File: src/rtl/opr_pkg.sv
package opr_pkg;
  localparam int INSTR_W = 12;

  typedef enum logic [1:0] {
    GEN_FIRST = 2'd0,
    GEN_MID   = 2'd1,
    GEN_LATE  = 2'd2,
    GEN_LATE2 = 2'd3
  } gen_e;

  typedef struct packed {
    logic is_grp;
    logic clr_acc;
    logic clr_lnk;
    logic inv_acc;
    logic inv_lnk;
    logic rot_r;
    logic rot_l;
    logic dbl;
    logic inc;
  } opr_ctrl_t;
endpackage

File: src/rtl/opr_decode.sv
module opr_decode
  import opr_pkg::*;
(
  input  logic [INSTR_W-1:0] instr,
  output opr_ctrl_t          ctrl
);
  always_comb begin
    ctrl.is_grp  = (instr[11:9] == 3'b111) && !instr[8];
    ctrl.clr_acc = instr[7];
    ctrl.clr_lnk = instr[6];
    ctrl.inv_acc = instr[5];
    ctrl.inv_lnk = instr[4];
    ctrl.rot_r   = instr[3];
    ctrl.rot_l   = instr[2];
    ctrl.dbl     = instr[1];
    ctrl.inc     = instr[0];
  end
endmodule

File: src/rtl/opr_arith.sv
module opr_arith
  import opr_pkg::*;
#(
  parameter int W = 12
) (
  input  opr_ctrl_t    ctrl,
  input  gen_e         gen,
  input  logic [W-1:0] acc_i,
  input  logic         lnk_i,
  output logic [W-1:0] acc_o,
  output logic         lnk_o
);
  logic [W-1:0] acc_c;
  logic         lnk_c;
  logic [W:0]   sum;
  logic         inc_en;

  always_comb begin
    acc_c = ctrl.clr_acc ? '0 : acc_i;
    lnk_c = ctrl.clr_lnk ? 1'b0 : lnk_i;
    if (ctrl.inv_acc) acc_c = ~acc_c;
    if (ctrl.inv_lnk) lnk_c = ~lnk_c;
    inc_en = ctrl.inc && !((gen == GEN_FIRST) && (ctrl.rot_r || ctrl.rot_l));
    sum    = {1'b0, acc_c} + {{W{1'b0}}, 1'b1};
    acc_o  = inc_en ? sum[W-1:0] : acc_c;
    lnk_o  = lnk_c ^ (inc_en & sum[W]);
  end
endmodule

File: src/rtl/opr_rotate.sv
module opr_rotate
  import opr_pkg::*;
#(
  parameter int W = 12
) (
  input  opr_ctrl_t  ctrl,
  input  gen_e       gen,
  input  logic [W:0] ring_i,
  output logic [W:0] ring_o
);
  localparam int HALF = W / 2;

  logic [W:0] rl1, rl2, rl3, rr1, rr2, swp;
  logic [W:0] rl_sel, rr_sel;
  logic       late;

  assign rl1 = {ring_i[W-1:0], ring_i[W]};
  assign rl2 = {ring_i[W-2:0], ring_i[W:W-1]};
  assign rl3 = {ring_i[W-3:0], ring_i[W:W-2]};
  assign rr1 = {ring_i[0],     ring_i[W:1]};
  assign rr2 = {ring_i[1:0],   ring_i[W:2]};

  generate
    if (W % 2 == 0) begin : g_even
      assign swp = {ring_i[W], ring_i[HALF-1:0], ring_i[W-1:HALF]};
    end else begin : g_odd
      assign swp = ring_i;
    end
  endgenerate

  always_comb begin
    late   = (gen == GEN_LATE) || (gen == GEN_LATE2);
    rl_sel = ctrl.dbl ? rl2 : rl1;
    rr_sel = ctrl.dbl ? rr2 : rr1;
    unique case ({ctrl.rot_r, ctrl.rot_l})
      2'b10:   ring_o = rr_sel;
      2'b01:   ring_o = rl_sel;
      2'b11: begin
        if (late) ring_o = ctrl.dbl ? ring_i : rl3;
        else      ring_o = rl_sel & rr_sel;
      end
      default: ring_o = ctrl.dbl ? swp : ring_i;
    endcase
  end
endmodule

File: src/rtl/acc_operate_unit.sv
module acc_operate_unit
  import opr_pkg::*;
#(
  parameter int W = 12
) (
  input  logic               clk,
  input  logic               rst_n,
  input  logic               start,
  input  logic [1:0]         gen_sel,
  input  logic [INSTR_W-1:0] instr,
  input  logic [W-1:0]       acc_in,
  input  logic               link_in,
  output logic [W-1:0]       acc_out,
  output logic               link_out,
  output logic               done
);
  opr_ctrl_t    ctrl;
  gen_e         gen;
  logic [W-1:0] acc_a;
  logic         lnk_a;
  logic [W:0]   ring_r;
  logic [W-1:0] acc_d, acc_q;
  logic         lnk_d, lnk_q;
  logic         done_d, done_q;

  assign gen = gen_e'(gen_sel);

  opr_decode u_dec (.instr(instr), .ctrl(ctrl));

  opr_arith #(.W(W)) u_arith (
    .ctrl(ctrl), .gen(gen), .acc_i(acc_in), .lnk_i(link_in),
    .acc_o(acc_a), .lnk_o(lnk_a)
  );

  opr_rotate #(.W(W)) u_rot (
    .ctrl(ctrl), .gen(gen), .ring_i({lnk_a, acc_a}), .ring_o(ring_r)
  );

  always_comb begin
    done_d = start;
    acc_d  = acc_q;
    lnk_d  = lnk_q;
    if (start) begin
      if (ctrl.is_grp) begin
        acc_d = ring_r[W-1:0];
        lnk_d = ring_r[W];
      end else begin
        acc_d = acc_in;
        lnk_d = link_in;
      end
    end
  end

  always_ff @(posedge clk or negedge rst_n) begin
    if (!rst_n) begin
      acc_q  <= '0;
      lnk_q  <= 1'b0;
      done_q <= 1'b0;
    end else begin
      done_q <= done_d;
      if (start) begin
        acc_q <= acc_d;
        lnk_q <= lnk_d;
      end
    end
  end

  assign acc_out  = acc_q;
  assign link_out = lnk_q;
  assign done     = done_q;
endmodule

File: config.mk
export PLATFORM = sky130hd
export DESIGN_NAME = acc_operate_unit
export DESIGN_NICKNAME = d
export VERILOG_FILES = /design/src/rtl/opr_pkg.sv /design/src/rtl/opr_decode.sv /design/src/rtl/opr_arith.sv /design/src/rtl/opr_rotate.sv /design/src/rtl/acc_operate_unit.sv
export SDC_FILE = /design/constraint.sdc
export NUM_CORES = 1
export LEC_CHECK = 0
export CAP_MARGIN = 20
export CORE_MARGIN = 5
export CORE_UTILIZATION = 50
export CTS_CLUSTER_DIAMETER = 50
export DETAILED_ROUTE_END_ITERATION = 10
export PLACE_DENSITY_LB_ADDON = 0.3
export SLEW_MARGIN = 20
export SYNTH_ARGS = -nofsm -noshare
export SYNTH_HDL_FRONTEND = slang
export SYNTH_SLANG_ARGS = --single-unit
File: constraint.sdc
create_clock -name clk -period 0.9 [get_ports clk]
set_input_delay 0.18 -clock clk [delete_from_list [all_inputs] [get_ports clk]]
set_output_delay 0.18 -clock clk [all_outputs]
set_load 0.02 [all_outputs]
==> results of run 1 <==
## cell usage after synthesis (all sizes together) (6+ instances only)
cell type,n
inv,10
a32oi,7
mux2i,6
dfrtp,14
o21ai,31
nor2,30
nand3,11
nor2b,10
or3,9
nor3,12
a21oi,12
a31oi,11
a211oi,6
buf,10
xnor2,20
nand2b,8
o21bai,6
nand2,23
clkbuf,12
## cell families after synthesis
group,after synthesis,synth area share
simple gates,126,0.289
compound gates,115,0.369
buf+inv,32,0.0607
xor+xnor,23,0.0914
flops,14,0.153
mux,7,0.0312
fa+ha+maj,1,0.00547
## metrics by stage
stage | cells | area, sq um | utilization | worst slack, ns | hold WS, ns
floorplan | 318 | 2390 | - | -1.47 | -0.116
global placement | 506 | 3650 | 0.832 | -1.92 | 0.481
detailed placement | 506 | 3650 | 0.832 | -2.02 | 0.501
CTS | 525 | 4220 | 0.963 | -1.30 | 0.258
## repair_timing
item,CTS
setup endpoints to repair,28
gates cloned,1
buffers inserted,14
resized for setup,195
pin swaps,45
==> results.md, run 1 <==
- Clk buf depth: 2
- Log Error: [ERROR DPL-0038] Utilization greater than 100%, impossible to legalize
- Netlist Area Pre-Place: 0.00229 sq mm
- Yosys cell types: 66
- Rows: 24
- Number of synthesized register bits: 14
- Asr flop ratio synth: 1.00
- Syn nets: 349
- Status: aborted with a tool error
- Root Driver: clkbuf_8
- Halt Stage: global routing (5_1_grt)
- IO buf count: 43
- Mapped Avg Cell Area: 7.19 sq um
- TritonCTS Sinks: 14
- Largest net degree at the start of global routing: 20
- Syn Inst Count: 318
- CTS Buf Count: 3
- Quantity of hold-fixing buffers added after cts: 0
- Worst End Pin Type: sequential cell input
- GPL Wtd Cong: 1.16
- Main area contributors after synthesis: dfrtp_1 (15%), xnor2_1 (7.7%), o21ai_0 (6.6%), nor2_1 (4.8%), nand2_1 (3.8%)
- Ys Warns: 0
- Ports: 44
- Chip Width: 77.6 um
- Post-DP HPWL: 7770 um
- Synth top area share: 0.153
- H-tree levels: 1
- Primary FF master, synth: dfrtp_1
- EDFF count, synth: 0
- Crit. endpoint post-GRT repair: acc_out[0]$_DFFE_PN0P_/D
- Initial Util: 0.522
- Chip height: 77.6 um
- Sequential fraction of the synthesis area: 0.153
- Area leader, netlist: dfrtp_1
==> run 2, diff against run 1 <==
Settings changed: CORE_UTILIZATION 50 to 35, CTS_CLUSTER_DIAMETER 50 to unset, PLACE_DENSITY_LB_ADDON 0.3 to 0.15.
==> results.md, run 2 <==
- Fillers: 410
- CTS Buf Count: 3 (unchanged)
- Peak VDD IR: 0.000731 V
- Quantity of hold-fixing buffers added after cts: 0 (unchanged)
- DR WL/cell: 23.2 um
- Via-per-instance ratio: 6.44
- Hold WC Path Type: input port to async pin
- Syn nets: 349 (unchanged)
- Post-DP HPWL: 8440 um (+8.6%)
- CTS tree: built
- Final worst setup slack: -1.51 ns
- Total grt overflow: 0
- TritonCTS Sinks: 14 (unchanged)
- Primary FF master, synth: dfrtp_1
- Number of global-route vias before repair: 3445
- Root Driver: clkbuf_8
- Fin. Hold Viols: 0
- Most used routing layer: met2
- Clk buf depth: 2 (unchanged)
- Tmin final: 2.41 ns
- Most numerous cell in the Yosys netlist: o21ai_0
- Fin Hold WS: 0.254 ns
- Tcrit/Tclk final: 2.68
- Core footprint: 0.00635 sq mm
- Clock Pin Slew Worst Setup and Hold Paths: 0.06 ns
- WS Path Type: input port to register
- Die area: 0.00825 sq mm
- Largest net degree at the start of global routing: 20
- Most common cell after layout, fill and taps aside: buf_4
- Yosys cell types: 66 (unchanged)
- Met1 usage: 0.371
- Worst slack at placement: -2.39 ns (-0.368 ns)
- Logic gate share of total power: 0.692
- GPL Wtd Cong: 1.02 (-13%)
- Area leader, netlist: dfrtp_1
- Chip height: 90.8 um (+17%)
- DR vias: 3690
- Worst setup EP type: register
- Mapped Avg Cell Area: 7.19 sq um (unchanged)
- Commonest cells after routing, fill and taps aside: buf_4 (125), buf_6 (36), nor2_1 (21), o21ai_0 (21)
- Number of synthesized register bits: 14 (unchanged)
- Failing checks: negative setup slack
- Sequential fraction of the synthesis area: 0.153 (unchanged)
- Ys Warns: 0 (unchanged)
- CP startpoint kind: input port
- Syn-to-layout area delta: 113%
- Worst Path Max Fanout: 7
- Final setup viols: 27
- First-iteration detailed-routing DRC count: 552
- RSZ-0062 raised after global routing: yes
- NumNets Final: 529
- Dpl cells: 539 (+6.5%)
- DRC Markers: 0
- DR pass1 iterations: 6
- Switch Pwr: 1.81 mW
- Commonest cells in the netlist: o21ai_0 (30), nor2_1 (29), nand2_1 (23)
- Syn Inst Count: 318 (unchanged)
- H-tree levels: 1 (unchanged)
- Final TNS setup: -18.40 ns
- Max frequency: 415 MHz
- First-pass GRT wire length: 18700 um
- Chip Width: 90.8 um (+17%)
- Worst endpoint required time: 1.02 ns
- Power Density: 869 mW/mm^2
- Rows: 29 (+21%)
- Reg2reg start: acc_out[8]
- Sw Ratio: 0.426
- Share of cells above drive strength 1: 0.569
- Met3 Use GR: 0.0508
- Sequential share of power: 0.177
- Main area contributors after synthesis: dfrtp_1 (15%), xnor2_1 (7.7%), o21ai_0 (6.6%), nor2_1 (4.8%), nand2_1 (3.8%)
- Synth top area share: 0.153 (unchanged)
- Netlist Area Pre-Place: 0.00229 sq mm (unchanged)
- IO buf count: 43 (unchanged)
- EDFF count, synth: 0 (unchanged)
- Leakage dissipation: 2.02 nW
- Worst relative slew slack: 0.542
- Clk_skew: 0 ns
- Initial Util: 0.360 (-0.161)
- Clock Power Share: 0.131
- Ports: 44 (unchanged)
- Max FFs per register: 12
- Internal power: 2.44 mW
- Worst-Margin Slew: 0.679 ns
- Post-DRT Antenna Nets: 0
- Max_cap viols: 0
- Later-pin clock latency in the skew report: 0.25 ns
- Post-route insts no fill: 573
- Status: finished with violations
- Detailed Route WL: 13300 um
- Initial antenna violation count: 0
- Crit path DAT: 2.53 ns
- Tot GR Track Use: 0.281
- Asr flop ratio synth: 1.00 (unchanged)
- Worst setup path start: instr[5]
- Global Route met2 Usage: 0.444
- Max Slew Vio Count: 0
- Inserted Diodes: 0
-- run 2: path summary, 6_finish.rpt --
| kind | end | slack, ns | cells after the start |
|---|---|---|---|
| worst max-delay path | acc_out[0] | -1.51 | 13 |
| min in group clk | done | 0.43 | 2 |
| worst min-delay path | done | 0.25 | 2 |
| worst min register to register | acc_out[1] | 0.60 | 3 |
| worst max register to register | acc_out[8] | -0.46 | 3 |
| max in group asynchronous | acc_out[1] | 0.53 | 2 |
-- run 2: routing by layer --
metal,vias up,routed length (um)
met5,-,0
met4,0,931
met3,93,1480
met2,310,5910
met1,1718,4950
li1,1569,-
-- run 2: worst max-delay path, cell delays in order --
cell       delay (ns)
buf_8            0.10
bufbuf_16        0.26
buf_12           0.13
and4bb_2         0.34
nand3_1          0.15
nand2_2          0.13
nand2_2          0.12
xnor2_4          0.19
buf_4            0.16
buf_4            0.13
a21oi_2          0.15
a211oi_2         0.06
a221oi_1         0.42
-- run 2: logic make-up after synthesis --
logic type                 after synthesis  share of synthesized area
AOI/OAI and AO/OA                      115                      0.369
DFF                                     14                      0.153
buffers and inverters                   32                     0.0607
and+or+nand+nor                        126                      0.289
xor gates and xnor gates                23                     0.0914
adders and majority gates                1                    0.00547
muxes                                    7                     0.0312
-- run 2: stage by stage --
stage	instance area [sq um]	util	total power, mW
3_3_place_gp	3740	0.589	2.88
3_5_place_dp	3740	0.589	2.88
5_1_grt	4880	0.769	4.38
2_1_floorplan	2390	-	1.70
6_report	4880	0.769	4.24
4_1_cts	4490	0.708	3.86
-- run 2: final cells by class --
| type | instances | area, sq um | share of cell area |
|---|---|---|---|
| multi-input cells | 272 | 2600 | 0.532 |
| repair buffers | 197 | 1760 | 0.360 |
| flip-flops and latches | 14 | 350 | 0.0718 |
| well taps | 77 | 96.3 | 0.0197 |
| clock buffers | 3 | 41.3 | 0.00846 |
| inverters | 10 | 37.5 | 0.00769 |
-- run 2: what timing repair did --
item                       4_1_cts  5_1_grt
setup buffers                   18       15
gates resized for setup        220       66
pin swaps                       59       43
hold endpoints to repair         0        0
gates cloned                     1        0
setup endpoints to repair       27       28
-- run 2: power groups by stage --
stage	Sequential [mW]	Clock, mW	Combinational [mW]
2_1_floorplan	0.825	0	0.875
3_3_place_gp	0.746	0	2.14
3_5_place_dp	0.747	0	2.13
4_1_cts	0.750	0.548	2.57
5_1_grt	0.759	0.565	3.06
6_report	0.751	0.556	2.93
(Power assumes the default switching activity.)
==> run 3, diff against run 2 <==
Settings changed: SETUP_SLACK_MARGIN set to 0.5.
==> results.md, run 3 (synthesized netlist as in run 2, its figures left out) <==
- Status: finished with violations
- Failing checks: negative setup slack
- First-iteration detailed-routing DRC count: 422 (-24%)
- NumNets Final: 525 (-0.76%)
- Hold WC Path Type: input port to async pin
- Worst reg2reg path depth: 3 (unchanged)
- Later-pin clock latency in the skew report: 0.25 ns (about the same)
- Chip height: 90.8 um (unchanged)
- Total grt overflow: 0 (unchanged)
- Post-route insts no fill: 570 (-0.52%)
- GPL Wtd Cong: 0.984 (-3.1%)
- Chip Width: 90.8 um (unchanged)
- Initial antenna violation count: 0 (unchanged)
- RSZ-0062 raised after global routing: yes
- Ports: 44 (unchanged)
- CTS Buf Count: 3 (unchanged)
- Post-DRT Antenna Nets: 0 (unchanged)
- Inserted Diodes: 0 (unchanged)
- Final setup viols: 27 (unchanged)
- Rows: 29 (unchanged)
- Worst endpoint required time: 1.02 ns (about the same)
- DRC Markers: 0 (unchanged)
- DR WL/cell: 22.3 um (-3.8%)
- Reg2reg start: acc_out[8]
- Most common cell after layout, fill and taps aside: buf_4
- Overall power: 4.25 mW (+0.18%)
- Post-route cell area: 0.00475 sq mm (-2.8%)
- Peak VDD IR: 0.000931 V (+27%)
- Dpl cells: 536 (-0.56%)
- Clk_skew: 0 ns (unchanged)
- Leakage dissipation: 1.95 nW (-3.5%)
- WS Path Type: input port to register
- Max_cap viols: 0 (unchanged)
- First-pass GRT wire length: 18600 um (-0.41%)
- CP startpoint kind: input port
- TritonCTS Sinks: 14 (unchanged)
- Fillers: 457 (+11%)
- Initial Util: 0.360 (unchanged)
- Max frequency: 424 MHz (+2.0%)
- Worst setup EP type: register
- Share of cells above drive strength 1: 0.588 (+0.0197)
- Worst Path Max Fanout: 7 (unchanged)
- DR pass1 iterations: 7 (+1)
- Tcrit/Tclk final: 2.62 (-0.0527)
- Clock Pin Slew Worst Setup and Hold Paths: 0.06 ns (about the same)
- Via-per-instance ratio: 6.21 (-3.6%)
- Reg2reg setup slack: -0.13 ns (+0.33 ns)
- CTS tree: built
- Crit path DAT: 2.48 ns (-0.05 ns)
- Fin. Hold Viols: 0 (unchanged)
- H-tree levels: 1 (unchanged)
- Worst r2r dst: acc_out[8]
- Commonest cells after routing, fill and taps aside: buf_4 (127), buf_6 (34), nor2_1 (21), o21ai_0 (19), nand2_1 (15)
- Tmin final: 2.36 ns (-0.0474 ns)
- Power Density: 895 mW/mm^2 (+3.1%)
- IO buf count: 43 (unchanged)
- Die area: 0.00825 sq mm (unchanged)
- Max FFs per register: 12 (unchanged)
- Area post-placement: 0.00372 sq mm (-0.40%)
- Largest net degree at the start of global routing: 25 (+25%)
- Detailed Route WL: 12700 um (-4.3%)
- Worst-Margin Slew: 0.507 ns (-0.172 ns)
- DR vias: 3538 (-4.1%)
- Tot GR Track Use: 0.282 (+0.00118)
- Post-DP HPWL: 8560 um (+1.5%)
- Syn-to-layout area delta: 107%
- Number of global-route vias before repair: 3373 (-2.1%)
- Final worst setup slack: -1.46 ns (+0.0474 ns)
- Worst relative slew slack: 0.659 (+0.116)
- Clk buf depth: 2 (unchanged)
- Worst slack at placement: -2.29 ns (+0.100 ns)
- Max Slew Vio Count: 0 (unchanged)
- Core footprint: 0.00635 sq mm (unchanged)
- Root Driver: clkbuf_8
## run 3: worst max-delay path by stage
stage,from,endpoint,depth (start not counted)
after floorplan,instr[7],acc_out[10],11
after global placement,instr[7],acc_out[10],11
after detailed placement,instr[7],acc_out[10],11
after CTS,instr[5],acc_out[0],12
after global routing,instr[5],acc_out[9],12
final,instr[5],acc_out[9],12
## run 3: power breakdown
| part | leakage (nW) | total (mW) | internal, mW | switching (mW) |
|---|---|---|---|---|
| registers | 0.152 | 0.753 | 0.702 | 0.0512 |
| clock network | 0.0288 | 0.655 | 0.389 | 0.266 |
| logic | 1.76 | 2.84 | 1.39 | 1.45 |
| total | 1.95 | 4.25 | 2.48 | 1.77 |
## run 3: final cells by class
class	count	area [sq um]	share of cell area
clock buffers	4	55.1	0.0116
inverters	10	37.5	0.00791
multi-input cells	272	2510	0.529
flip-flops and latches	14	358	0.0754
well taps	77	96.3	0.0203
repair buffers	193	1690	0.356
## run 3: worst max-delay path, stage by stage
cell      delay (ns)
buf_6           0.10
buf_12          0.14
xnor2_4         0.21
ha_4            0.17
o311ai_4        0.14
a211oi_4        0.42
xnor2_2         0.17
buf_6           0.16
a32oi_2         0.16
a22oi_2         0.13
a311oi_2        0.37
a221oi_2        0.12
## run 3: per-layer routing
layer	wire, um	track usage
met5	0	0
met4	502	0.0954
met3	1100	0.0375
met2	5940	0.452
met1	5160	0.388
## run 3: timing repair
action | CTS | global route
pin swaps | 45 | 50
gates cloned | 1 | 0
gates resized for setup | 216 | 64
endpoints found under the setup margin | 34 | 27
hold buffers | 0 | 0
buffers inserted | 18 | 11
hold endpoints to repair | 0 | 0
## run 3: through the flow
step                       util  hold WS (ns)  setup TNS [ns]
after floorplan               -        -0.116          -16.58
after global placement    0.587         0.484          -30.07
after detailed placement  0.587         0.506          -30.22
after CTS                 0.693        0.0315          -17.02
after global routing      0.747        0.0669          -19.81
final                     0.747        0.0341          -18.72
